==> src/rtl/ddr_init_pkg.sv <==
package ddr_init_pkg;

  localparam int NUM_STEPS = 26;
  localparam int STEP_W    = 5;

  localparam logic [2:0] RG_CTRL  = 3'd0;
  localparam logic [2:0] RG_CMD   = 3'd1;
  localparam logic [2:0] RG_ISSUE = 3'd2;
  localparam logic [2:0] RG_ADDR  = 3'd3;
  localparam logic [2:0] RG_BANK  = 3'd4;

  typedef enum logic [1:0] {WT_NONE, WT_MR, WT_ZQ, WT_REL} wait_e;

  typedef struct packed {
    logic [2:0]  rg;
    logic [15:0] val;
    wait_e       wt;
  } step_t;

  function automatic step_t mk(logic [2:0] rg, logic [15:0] val, wait_e wt);
    step_t s;
    s.rg  = rg;
    s.val = val;
    s.wt  = wt;
    return s;
  endfunction

  // steps 5..24: five 4-write command groups (MR2, MR3, MR1, MR0, ZQ)
  function automatic step_t step_of(logic [STEP_W-1:0] idx);
    int          i, g, k;
    logic [15:0] a, b, c;
    wait_e       w;
    i = int'(idx);
    if (i < 5) begin
      case (i)
        0:       return mk(RG_CTRL, 16'hE, WT_NONE);
        1:       return mk(RG_ADDR, 16'h0, WT_NONE);
        2:       return mk(RG_BANK, 16'h0, WT_NONE);
        3:       return mk(RG_CTRL, 16'hC, WT_NONE);
        default: return mk(RG_CTRL, 16'hE, WT_NONE);
      endcase
    end
    if (i >= 25) return mk(RG_CTRL, 16'h1, WT_REL);
    g = (i - 5) / 4;
    k = (i - 5) % 4;
    c = 16'hF;
    w = WT_NONE;
    case (g)
      0:       begin a = 16'h200; b = 16'd2; end
      1:       begin a = 16'h000; b = 16'd3; end
      2:       begin a = 16'h006; b = 16'd1; end
      3:       begin a = 16'h320; b = 16'd0; w = WT_MR; end
      default: begin a = 16'h400; b = 16'd0; c = 16'h3; w = WT_ZQ; end
    endcase
    case (k)
      0:       return mk(RG_ADDR, a, WT_NONE);
      1:       return mk(RG_BANK, b, WT_NONE);
      2:       return mk(RG_CMD, c, WT_NONE);
      default: return mk(RG_ISSUE, 16'h1, w);
    endcase
  endfunction

endpackage

==> src/rtl/ddr_init_rom.sv <==
module ddr_init_rom
  import ddr_init_pkg::*;
#(
  parameter int AW = 30,
  parameter int DW = 32
) (
  input  logic [STEP_W-1:0] step_i,
  output logic [AW-1:0]     adr_o,
  output logic [DW-1:0]     dat_o,
  output wait_e             wt_o
);
  step_t s;

  always_comb begin
    s     = step_of(step_i);
    adr_o = AW'(s.rg);
    dat_o = DW'(s.val);
    wt_o  = s.wt;
  end
endmodule

==> src/rtl/ddr_wb_wr.sv <==
module ddr_wb_wr #(
  parameter int AW = 30,
  parameter int DW = 32,
  localparam int SW = DW / 8
) (
  input  logic          clk_i,
  input  logic          rst_ni,
  input  logic          go_i,
  input  logic [AW-1:0] adr_i,
  input  logic [DW-1:0] dat_i,
  output logic          cyc_o,
  output logic          stb_o,
  output logic          we_o,
  output logic [AW-1:0] adr_o,
  output logic [DW-1:0] dat_o,
  output logic [SW-1:0] sel_o,
  input  logic          ack_i,
  output logic          acc_o
);
  logic          cyc_q;
  logic [AW-1:0] adr_q;
  logic [DW-1:0] dat_q;

  always_ff @(posedge clk_i or negedge rst_ni) begin
    if (!rst_ni) begin
      cyc_q <= 1'b0;
      adr_q <= '0;
      dat_q <= '0;
    end else if (go_i) begin
      cyc_q <= 1'b1;
      adr_q <= adr_i;
      dat_q <= dat_i;
    end else if (cyc_q && ack_i) begin
      cyc_q <= 1'b0;
    end
  end

  assign cyc_o = cyc_q;
  assign stb_o = cyc_q;
  assign we_o  = cyc_q;
  assign adr_o = adr_q;
  assign dat_o = dat_q;
  assign sel_o = cyc_q ? '1 : '0;
  assign acc_o = cyc_q & ack_i;


  xfer_hold_chk: assert property (@(posedge clk_i) disable iff (!rst_ni)
    cyc_o && !ack_i |=> cyc_o && $stable(adr_o) && $stable(dat_o));

  sel_full_chk: assert property (@(posedge clk_i) disable iff (!rst_ni)
    cyc_o |-> stb_o && we_o && (sel_o == {SW{1'b1}}));

  ack_release_chk: assert property (@(posedge clk_i) disable iff (!rst_ni)
    cyc_o && ack_i |=> !cyc_o);
endmodule

==> src/rtl/ddr_wait_tmr.sv <==
module ddr_wait_tmr #(
  parameter int CW = 11
) (
  input  logic          clk_i,
  input  logic          rst_ni,
  input  logic          load_i,
  input  logic [CW-1:0] val_i,
  output logic          exp_o
);
  logic [CW-1:0] cnt_q;

  always_ff @(posedge clk_i or negedge rst_ni) begin
    if (!rst_ni)             cnt_q <= '0;
    else if (load_i)         cnt_q <= val_i;
    else if (cnt_q != '0)    cnt_q <= cnt_q - 1'b1;
  end

  assign exp_o = (cnt_q == CW'(1));


  tmr_run_chk: assert property (@(posedge clk_i) disable iff (!rst_ni)
    exp_o && !load_i |=> !exp_o);
endmodule

==> src/rtl/ddr_init_seq.sv <==
module ddr_init_seq
  import ddr_init_pkg::*;
#(
  parameter int AW       = 30,
  parameter int DW       = 32,
  parameter int WAIT_MR  = 200,
  parameter int WAIT_ZQ  = 200,
  parameter int WAIT_REL = 2000,
  localparam int SW      = DW / 8,
  localparam int MAXW    = (WAIT_MR > WAIT_ZQ) ?
                           ((WAIT_MR > WAIT_REL) ? WAIT_MR : WAIT_REL) :
                           ((WAIT_ZQ > WAIT_REL) ? WAIT_ZQ : WAIT_REL),
  localparam int CW      = $clog2(MAXW + 1)
) (
  input  logic          clk_i,
  input  logic          rst_ni,
  input  logic          start_i,
  output logic          wb_cyc_o,
  output logic          wb_stb_o,
  output logic          wb_we_o,
  output logic [AW-1:0] wb_adr_o,
  output logic [DW-1:0] wb_dat_o,
  output logic [SW-1:0] wb_sel_o,
  input  logic          wb_ack_i,
  output logic          busy_o,
  output logic          done_o
);
  typedef enum logic [2:0] {ST_IDLE, ST_LAUNCH, ST_XFER, ST_WAIT, ST_DONE} st_e;

  st_e               st_q;
  logic [STEP_W-1:0] step_q;
  logic              final_q;
  logic [AW-1:0]     rom_adr;
  logic [DW-1:0]     rom_dat;
  wait_e             rom_wt;
  logic              go, acc, tmr_exp, tmr_load;
  logic [CW-1:0]     tmr_val;

  ddr_init_rom #(.AW(AW), .DW(DW)) u_rom (
    .step_i (step_q),
    .adr_o  (rom_adr),
    .dat_o  (rom_dat),
    .wt_o   (rom_wt)
  );

  ddr_wb_wr #(.AW(AW), .DW(DW)) u_wr (
    .clk_i  (clk_i),
    .rst_ni (rst_ni),
    .go_i   (go),
    .adr_i  (rom_adr),
    .dat_i  (rom_dat),
    .cyc_o  (wb_cyc_o),
    .stb_o  (wb_stb_o),
    .we_o   (wb_we_o),
    .adr_o  (wb_adr_o),
    .dat_o  (wb_dat_o),
    .sel_o  (wb_sel_o),
    .ack_i  (wb_ack_i),
    .acc_o  (acc)
  );

  ddr_wait_tmr #(.CW(CW)) u_tmr (
    .clk_i  (clk_i),
    .rst_ni (rst_ni),
    .load_i (tmr_load),
    .val_i  (tmr_val),
    .exp_o  (tmr_exp)
  );

  // wait expiry launches the next write directly so the gap is exact
  assign go       = (st_q == ST_LAUNCH) || ((st_q == ST_WAIT) && tmr_exp && !final_q);
  assign tmr_load = (st_q == ST_XFER) && acc && (rom_wt != WT_NONE);

  always_comb begin
    case (rom_wt)
      WT_MR:   tmr_val = CW'(WAIT_MR);
      WT_ZQ:   tmr_val = CW'(WAIT_ZQ);
      WT_REL:  tmr_val = CW'(WAIT_REL);
      default: tmr_val = '0;
    endcase
  end

  always_ff @(posedge clk_i or negedge rst_ni) begin
    if (!rst_ni) begin
      st_q    <= ST_IDLE;
      step_q  <= '0;
      final_q <= 1'b0;
    end else begin
      case (st_q)
        ST_IDLE:   if (start_i) st_q <= ST_LAUNCH;
        ST_LAUNCH: st_q <= ST_XFER;
        ST_XFER: if (acc) begin
          step_q <= step_q + 1'b1;
          if (rom_wt != WT_NONE) begin
            st_q    <= ST_WAIT;
            final_q <= (rom_wt == WT_REL);
          end else begin
            st_q <= ST_LAUNCH;
          end
        end
        ST_WAIT: if (tmr_exp) st_q <= final_q ? ST_DONE : ST_XFER;
        default: st_q <= ST_DONE;
      endcase
    end
  end

  assign busy_o = (st_q != ST_IDLE) && (st_q != ST_DONE);
  assign done_o = (st_q == ST_DONE);


  idle_quiet_chk: assert property (@(posedge clk_i) disable iff (!rst_ni)
    !busy_o |-> !wb_cyc_o);

  done_sticky_chk: assert property (@(posedge clk_i) disable iff (!rst_ni)
    done_o |=> done_o && !busy_o);

  busy_hold_chk: assert property (@(posedge clk_i) disable iff (!rst_ni)
    busy_o |=> busy_o || done_o);

  wait_idle_chk: assert property (@(posedge clk_i) disable iff (!rst_ni)
    (st_q == ST_WAIT) |-> !wb_cyc_o);

  step_range_chk: assert property (@(posedge clk_i) disable iff (!rst_ni)
    wb_cyc_o |-> (int'(step_q) < NUM_STEPS));
endmodule

==> config.mk <==
export PLATFORM = sky130hd
export DESIGN_NAME = ddr_init_seq
export DESIGN_NICKNAME = d
export VERILOG_FILES = /design/src/rtl/ddr_init_pkg.sv /design/src/rtl/ddr_init_rom.sv /design/src/rtl/ddr_wb_wr.sv /design/src/rtl/ddr_wait_tmr.sv /design/src/rtl/ddr_init_seq.sv
export SDC_FILE = /design/constraint.sdc
export NUM_CORES = 1
export LEC_CHECK = 0
export ABC_AREA = 1
export BUFFER_PORTS_ARGS = -buffer_cell sky130_fd_sc_hd__buf_4
export CAP_MARGIN = 20
export CORE_ASPECT_RATIO = 1.25
export CORE_MARGIN = 2
export CORE_UTILIZATION = 50
export CTS_BUF_LIST = sky130_fd_sc_hd__clkbuf_4 sky130_fd_sc_hd__clkbuf_8
export DETAILED_ROUTE_END_ITERATION = 6
export PLACE_DENSITY_LB_ADDON = 0.12
export SLEW_MARGIN = 20
export SYNTH_ARGS = -nofsm -noshare
export SYNTH_HDL_FRONTEND = slang
export SYNTH_HIERARCHICAL = 1
export SYNTH_SLANG_ARGS = --single-unit
==> constraint.sdc <==
create_clock -name clk_i -period 8.1 [get_ports clk_i]
set_input_delay 0.405 -clock clk_i [delete_from_list [all_inputs] [get_ports clk_i]]
set_output_delay 0.405 -clock clk_i [all_outputs]
set_load 0.005 [all_outputs]
---- Yosys cells after proc, flatten, opt, wreduce, memory -nomap -nowiden ----
Cells that the tools add are included.
word-level totals
  logic and storage cells ................. 83
  input port bits ......................... 4
  bits in registers ....................... 40
  output and inout bits ................... 71
cells by class
  order comparisons ....................... 2
  $add $sub $neg .......................... 4
  muxes and demuxes ....................... 25
  eq/ne operators ......................... 20
  reduce and logical (&&, ||, !) cells .... 23
  bitwise gates (word level) .............. 2
operator list
  operator               count
  $pmux 21 s3            2
  $eq 32x2->1 const B    3
  $mux 21                4
  $eq 32x1->1 const B    2
  $logic_not 32->1       2
  $pmux 11 s4            1
  $add 32x1->32          1
  $mux 11                2
  $pmux 11 s2            1
  $mux 3                 4
  $pmux 3 s4             1
  $eq 11x1->1 const B    1
  $reduce_bool 11->1     1
  $sub 11x1->11 const B  1
  $eq 5x2->1 const B     2
  $mux 4                 2
  $eq 3x2->1 const B     2
  $logic_and 1x1->1      6
  $ne 2x2->1 const B     3
  $pmux 2 s3             1
  $reduce_and 3->1       2
  $reduce_bool 2->1      3
  $sub 5x3->6 const B    1
  $add 5x1->5 const B    1
  20 further kinds       27

---- Depth between registers and ports, before layout ----
Gate-level depths: netlist (run 1).
  word-level depth ........................ 14
  depth in mapped cells ................... 22
  mapped depth without buffers ............ 21

---- Cells and area by module ----
The synthesis (run 1) kept the hierarchy.
by module, submodules not included
  module        cells each  times used  seq. area each (um2)  area an instance (um2)
  ddr_wb_wr     274         1           1576.5                2471.1
  ddr_init_rom  146         1           0.0                   934.6
  ddr_wait_tmr  109         1           275.3                 753.2
  ddr_init_seq  68          1           225.2                 551.8

---- Worst setup path after synthesis (run 1) ----
No wires, ideal clock.
  path kind ............................... register -> register
  start ................................... reg step_q[1]
  end ..................................... reg u_tmr.cnt_q[5]
  path buffers ............................ 0
  data required time ...................... 7.985 ns
  slack ................................... 4.836 ns
  cell stages (with the launch flop) ...... 21
  arrival ................................. 3.149 ns
  library setup time ...................... 0.115 ns
  period minus slack after synthesis ...... 3.264 ns
  path through ............................ dfrtp_1 o21ai_4 nand2_2 nor2_1 ha_1 ha_1 nand2_1 ha_1 inv_1 nor3_2 nand4_1 inv_1 nand3_2 a21oi_1 inv_1 ha_1 nor2_4 inv_1 or2_2 nand2_1 nor2_1
on the way
  word-level cells in the longest chain between the ends .. 13
  elaborated cells between the ends (all ways) .. 26
  those cells by class .................... add/sub (2); order compare (2); eq/ne (5); mux (9); bitwise (1); reduce/logical (7)
RTL lines
  what                                          RTL line                                text
  from (decl)                                   ddr_init_seq.sv:31                      logic [STEP_W-1:0] step_q;
  from (signal assigned)                        ddr_init_seq.sv:93                      step_q <= step_q + 1'b1;
  $sub 5x3->6                                   ddr_init_pkg.sv:44, ddr_init_pkg.sv:45
  $reduce_or 2->1 (no line)                     --
  $and 1x1->1 (no line)                         --
  $add 32x1->32 (no line)                       --
  $eq 32x1->1 (tied with other cells)           ddr_init_pkg.sv:48                      case (g)
  $reduce_or 3->1 (no line)                     --
  $pmux 2 s2                                    ddr_init_pkg.sv:48
  $pmux 21 s3                                   ddr_init_pkg.sv:55                      case (k)
  $mux 21                                       ddr_init_pkg.sv:44                      g = (i - 5) / 4;
  $mux 21 (*)                                   ddr_init_pkg.sv:43                      if (i >= 25) return mk(RG_CTRL, 16'h1, WT_REL);
  named net rom_wt[0]                           ddr_init_seq.sv:35                      wait_e rom_wt;
  $reduce_bool 2->1 (*)                         ddr_init_seq.sv:72                      assign tmr_load = (st_q == ST_XFER) && acc && (rom_wt != WT_NONE);
  $logic_and 1x1->1 (*)                         ddr_init_seq.sv:72
  named net tmr_load                            ddr_init_seq.sv:36                      logic go, acc, tmr_exp, tmr_load;
  $mux 11 or $reduce_bool 2->1 (tied branches)  --
  to (signal assigned)                          ddr_wait_tmr.sv:14                      else if (load_i) cnt_q <= val_i;
  to (signal assigned)                          ddr_wait_tmr.sv:15                      else if (cnt_q != '0) cnt_q <= cnt_q - 1'b1;
  to (decl)                                     ddr_wait_tmr.sv:10                      logic [CW-1:0] cnt_q;
Mark *: on every way through the listed nets, which the timed path passes. The rest lies on a longest branch. The select of a mux whose other input is x is not followed.
A chain may end at the register's enable or synchronous reset.

---- Worst setup path in the final report (run 1) ----
Same ends and word-level chain as after synthesis.

==> out/results.ini, run 1 <==
[sta]
final_max_slew_viol_count=0
finalCriticalPeriod_ps=3830
finalSetupTns_ps=0
setup_viol=0
maxSlewHeadroom=0.421
worstMarginPinSlew_ps=868
rsz0062_at_grt=false
finalHoldViolCount=0
finalCritPeriodShare=0.472
skew_ps=9.01
fmax_mhz=261

[floorplanning]
coreArea_sq_um=9170
rows=39
dieWidth_microns=90.8
ios=75
dieArea_sq_um=10200
start_util=0.514
die_y_microns=113

[pwr]
total_power_uw=731
seq_power_share=0.566
p_leak_nw=2.73
peakVddDrop_uv=95.2
power_frac_comb=0.018
p_switching_uw=164
p_clk_frac=0.416
power_density_nw_per_um2=138
p_int_uw=566
switching_share=0.225

[place]
io_buffers=74
gp_congestion=0.867
post-dp-hpwl_mm=6.33

[min_path]
hp-class=input pin to register

[routing]
vias_per_cell=4.49
wire_per_inst_microns=11.4
drt_iter0_markers=167
firstDrtPassIters=4
vias=3561
drc=0
final_antenna_net_count=0
totalWireLength_mm=9.02

[logic_synthesis]
synth_warnings=6
synth_cell_type_count=40
netlist_area_sq_um=4710
yosysSeqAreaShare=0.441
synth.avg_cell_area_sq_um=7.89
ys_ff_latch=83
syn_inst=597

[cts]
numClockSinks=83
h-tree-depth=3
path_clk_slew_ps=80
numCtsBuffers=9
post_cts_resized=0
cts.path.max_buffers=2
cts-root-buf=clkbuf_8
clock_latency_ps=360
cts_tree=yes

[outcome]
status=finished, final reports clean

[grt]
grt-ovfl-total=0
antenna_found_initial=0
grt.total_usage=0.191
grt_max_degree=69
grt_pass1_vias=3483
grt_use_met3=0.0430
grt_util_met2=0.334
grt_util_met1=0.230
top_usage_layer=met2
grt_pass1_wl_mm=15.8

[critical_path]
critPathKind=register to register
worstSetupStartpointType=register
cp_cell_sequence=o21ai_4, nand2_2, nor2_1, ha_1, ha_1, nand2_1, ha_1, inv_1, nor3_2, nand4_1, inv_1, nand3_2, a21oi_1, inv_1, ha_1, nor2_4, inv_1, or2_2, nand2_1, nor2_1
cpMaxStageDelayCell=dfrtp_1
slowest_delay_ps=500
arrival_ps=4070
crit_fanout=15
end_kind=register
required_ps=8350

[final_layout]
nets=680
diodes=0
syn2layout_area_growth_pct=12.2
fillers=890
drive_above_1_share=0.196

[run]
max-cap-violations=0

==> cells in the final DEF, fill, tap and decap left out, types with 4 or more instances in the layout <==
master,count
a21oi_1,8
buf_4,76
clkbuf_8,10
conb_1,55
dfrtp_1,83
ha_1,11
inv_1,48
nand2_1,255
nand2_2,9
nand3_1,16
nand4_1,5
nor2_1,26
nor2_2,6
nor2_4,4
o21ai_0,14
==> cells in the mapped netlist <==
library cell,number,area [sq um]
nand3_1,16,80.1
o31ai_1,1,7.51
xnor2_1,3,26.3
inv_1,48,180
nand2_4,1,11.3
o22ai_1,2,12.5
nand4_1,5,31.3
or2_1,1,6.26
o21ai_4,1,16.3
nand2_1,255,957
inv_6,1,8.76
buf_2,1,5.00
a21oi_1,9,45.0
xor2_1,1,8.76
o21ai_0,14,70.1
nand3b_1,1,7.51
o21ai_2,2,17.5
a21o_1,1,7.51
nor4_1,1,6.26
o21a_1,1,7.51
nor2_4,4,45.0
nor2_8,1,20.0
or2_2,2,12.5
nand2_2,9,56.3
nor2_1,26,97.6
o211ai_2,1,12.5
nor2_2,6,37.5
nor3_2,2,20.0
buf_6,7,78.8
conb_1,2,7.51
nand3_4,2,35.0
inv_2,3,11.3
ha_1,11,138
nand3_2,3,30.0
buf_4,65,488
nor3b_1,1,7.51
o211ai_1,1,7.51
o21ai_1,2,10.0
and3_1,1,6.26
dfrtp_1,83,2080
==> flip-flops by register name, summed over array words and instances (netlist names) <==
signal       flops
u_wr/adr_o      30
u_wr/dat_o      32
u_wr/cyc_o       1
final_q          1
u_tmr/cnt_q     11
st_q             3
step_q           5
==> logic make-up after synthesis <==
group                      Yosys count  synth area share
DFF                                 83             0.441
and+or+nand+nor                    337             0.312
other                                2           0.00159
adders and majority gates           11            0.0292
xor gates and xnor gates             4           0.00744
AOI/OAI and AO/OA                   35            0.0454
buffers and inverters              125             0.164
==> per-stage QoR <==
step                      hold slack (ps)  instance area, sq um  cells  setup WS [ps]   util
after floorplan                       109                  4910    650           4840      -
after global placement                278                  5070    776           4460  0.553
after detailed placement              280                  5070    776           4290  0.553
after CTS                             268                  5290    793           4270  0.576
after global routing                  278                  5290    793           3810  0.576
final                                 281                  5290    793           4270  0.576
==> power groups by stage <==
stage / combinational [mW] / sequential (mW) / clock (mW)
3_3_place_gp: 0.0130 / 0.422 / 0
5_1_grt: 0.0166 / 0.414 / 0.331
6_report: 0.0130 / 0.414 / 0.304
4_1_cts: 0.0136 / 0.414 / 0.313
3_5_place_dp: 0.0132 / 0.422 / 0
2_1_floorplan: 0.0206 / 0.422 / 0
==> metal layers <==
layer / vias up / share of wire
li1: 1849 / -
met1: 1630 / 0.43
met2: 72 / 0.50
met3: 10 / 0.048
met4: 0 / 0.015
met5: - / 0
==> what timing repair did <==
| action | 4_1_cts | 5_1_grt |
|---|---|---|
| endpoints found under the hold margin | 15 | 0 |
| setup buffers | 0 | 0 |
| hold buffers | 1 | 0 |
==> final cells by class <==
class                   instances  area, sq um  share of cell area
well taps                     123          154              0.0291
inverters                      52          200              0.0379
clock buffers                  10          138              0.0260
multi-input cells             442         2070               0.392
flip-flops and latches         83         2080               0.393
clock inverters                 6         65.1              0.0123
repair buffers                 77          581               0.110
==> worst max-delay path: cells and delay by family, from the launching register on <==
family,cells,cell delay [ps]
fa+ha+maj,4,900
simple gates,10,1470
flops,1,500
buf+inv,4,450
compound gates,2,420
==> worst paths after layout <==
kind | startpoint | end | slack (ps) | cells past startpoint
max | step_q[1] | u_tmr/cnt_q[5] | 4270 | 20
min | wb_ack_i | u_wr/cyc_o | 280 | 4
max reg2reg | step_q[1] | u_tmr/cnt_q[5] | 4270 | 20
min reg2reg | u_wr/adr_o[22] | u_wr/adr_o[22] | 480 | 2
max in group asynchronous | rst_ni | u_wr/adr_o[27] | 6520 | 3
min in group asynchronous | rst_ni | u_wr/adr_o[1] | 450 | 2
(Power assumes the default switching activity.)
==> run 2, diff against run 1 <==
clock period = 3.5 ns   (was 8.1 ns; I/O delays follow)
==> out/results.ini, run 2 (synthesized netlist as in run 1, its figures left out) <==
[final_layout]
largest_register_ffs=32
multi_input_area_sq_um=2140
regArea_sq_um=2080
fin_util=0.592
diodes=0
drive_above_1_share=0.228
most-common-layout-cells=nand2_1 (255), buf_4 (88), dfrtp_1 (81)
syn2layout_area_growth_pct=15.4
final_common_cell=nand2_1
fillers=894
nets=693
fin_area_sq_um=5430

[routing]
vias=3611
final_antenna_net_count=0
firstDrtPassIters=4
totalWireLength_mm=9.41
drc=0
vias_per_cell=4.48
wire_per_inst_microns=11.7
drt_iter0_markers=170

[cts]
h-tree-depth=3
numClockSinks=83
cts_tree=yes
path_clk_slew_ps=80
numCtsBuffers=9
clock_latency_ps=380
cts.path.max_buffers=2
cts-root-buf=clkbuf_8

[sta]
fin_ws_ps=195
fmax_mhz=303
finalCritPeriodShare=0.944
final_max_slew_viol_count=0
finalHoldViolCount=0
skew_ps=12.0
maxSlewHeadroom=0.471
worstMarginPinSlew_ps=793
finalSetupTns_ps=0
finalCriticalPeriod_ps=3300
setup_viol=0

[floorplanning]
start_util=0.514
coreArea_sq_um=9170
ios=75
die_y_microns=113
rows=39
dieWidth_microns=90.8
dieArea_sq_um=10200

[critical_path]
cpMaxStageDelayCell=dfrtp_2
end_kind=register
cp_cell_sequence=o21ai_4, inv_2, nor2_4, ha_4, ha_4, nand2_1, ha_1, inv_1, nor3_2, nand4_1, inv_1, nand3_2, a21oi_2, inv_2, ha_4, nor2_4, inv_4, or2_2, nand2_1, nor2_1
cpMostUsedCell=ha_4
arrival_ps=3580
critPathKind=register to register
crit_fanout=8
required_ps=3770
slowest_delay_ps=470
worstSetupStartpointType=register
rrSetupSlack_ps=200

[grt]
grt_max_degree=64
grt.total_usage=0.192
grt_pass1_wl_mm=15.8
grt_pass1_vias=3511
grt-ovfl-total=0
antenna_found_initial=0

[pwr]
power_density_nw_per_um2=299
total_power_mw=1.62
peakVddDrop_uv=210
p_leak_nw=2.79

[place]
post-dp-hpwl_mm=6.41
place_ws_ps=14.3
gp_congestion=0.877
io_buffers=74
dpl_cell_area_sq_um=5100

[run]
max-cap-violations=0

[outcome]
status=finished, final reports clean

[min_path]
hp-class=input pin to register

[run 2: cell types whose count changed in the layout (fill, tap and decap cells not counted), moves of 2 or more]
cell,change
buf_4,+12
ha_1,-3
ha_4,+3
inv_1,-3
nor2_1,-3
dfrtp_1,-2
dfrtp_2,+2
inv_2,+2
inv_6,+2
nor2_4,+2
[run 2: repair_timing]
| action | in CTS | in global routing |
|---|---|---|
| hold buffers | 1 | 0 |
| cloned | 0 | 0 |
| buffers inserted | 0 | 9 |
| resized for setup | 3 | 18 |
| endpoints found under the setup margin | 1 | 12 |
| pin swaps | 0 | 9 |
| hold endpoints to repair | 61 | 0 |
[run 2: critical path, delay by kind of cell (launching register included)]
| kind | cells | cell delay (ps) |
|---|---|---|
| AOI/OAI and AO/OA | 2 | 430 |
| adders and majority gates | 4 | 760 |
| buffers and inverters | 5 | 390 |
| DFF | 1 | 470 |
| and+or+nand+nor | 9 | 1150 |
[run 2: report_power, final]
part / switching (mW) / total [mW] / internal, mW
registers: 0.000000000000000119 / 0.958 / 0.958
logic: 0.0261 / 0.0299 / 0.00377
clock network: 0.373 / 0.636 / 0.262
total: 0.400 / 1.62 / 1.22
[run 2: final cells by class]
class | instances | area share
multi-input combinational | 442 | 0.393
sequential | 83 | 0.383
timing repair buffer | 90 | 0.126
inverter | 52 | 0.0373
tap | 123 | 0.0283
clock buffer | 9 | 0.0228
clock inverter | 7 | 0.00967
[run 2: path summary, 6_finish.rpt]
kind / to / depth (start not counted) / start
max in group asynchronous: u_wr/adr_o[19] / 3 / rst_ni
worst max-delay path: u_tmr/cnt_q[5] / 20 / step_q[0]
min in group asynchronous: st_q[2] / 2 / rst_ni
worst min-delay path: u_wr/cyc_o / 4 / wb_ack_i
worst min register to register: u_wr/adr_o[13] / 2 / u_wr/adr_o[13]
worst max register to register: u_tmr/cnt_q[5] / 20 / step_q[0]
[run 2: metal layers]
metal,global-route usage,routed length [microns],vias up
met4,0.0970,242,0
li1,-,-,1868
met3,0.0336,422,16
met2,0.342,4760,86
met1,0.222,3980,1641
met5,0,0,-
[run 2: through the flow]
step / hold slack, ps / instances
global placement: 320 / 780
global route: 28.9 / 806
finish: 33.3 / 806
CTS: 14.1 / 797
floorplan: -121 / 650
detailed placement: 320 / 780
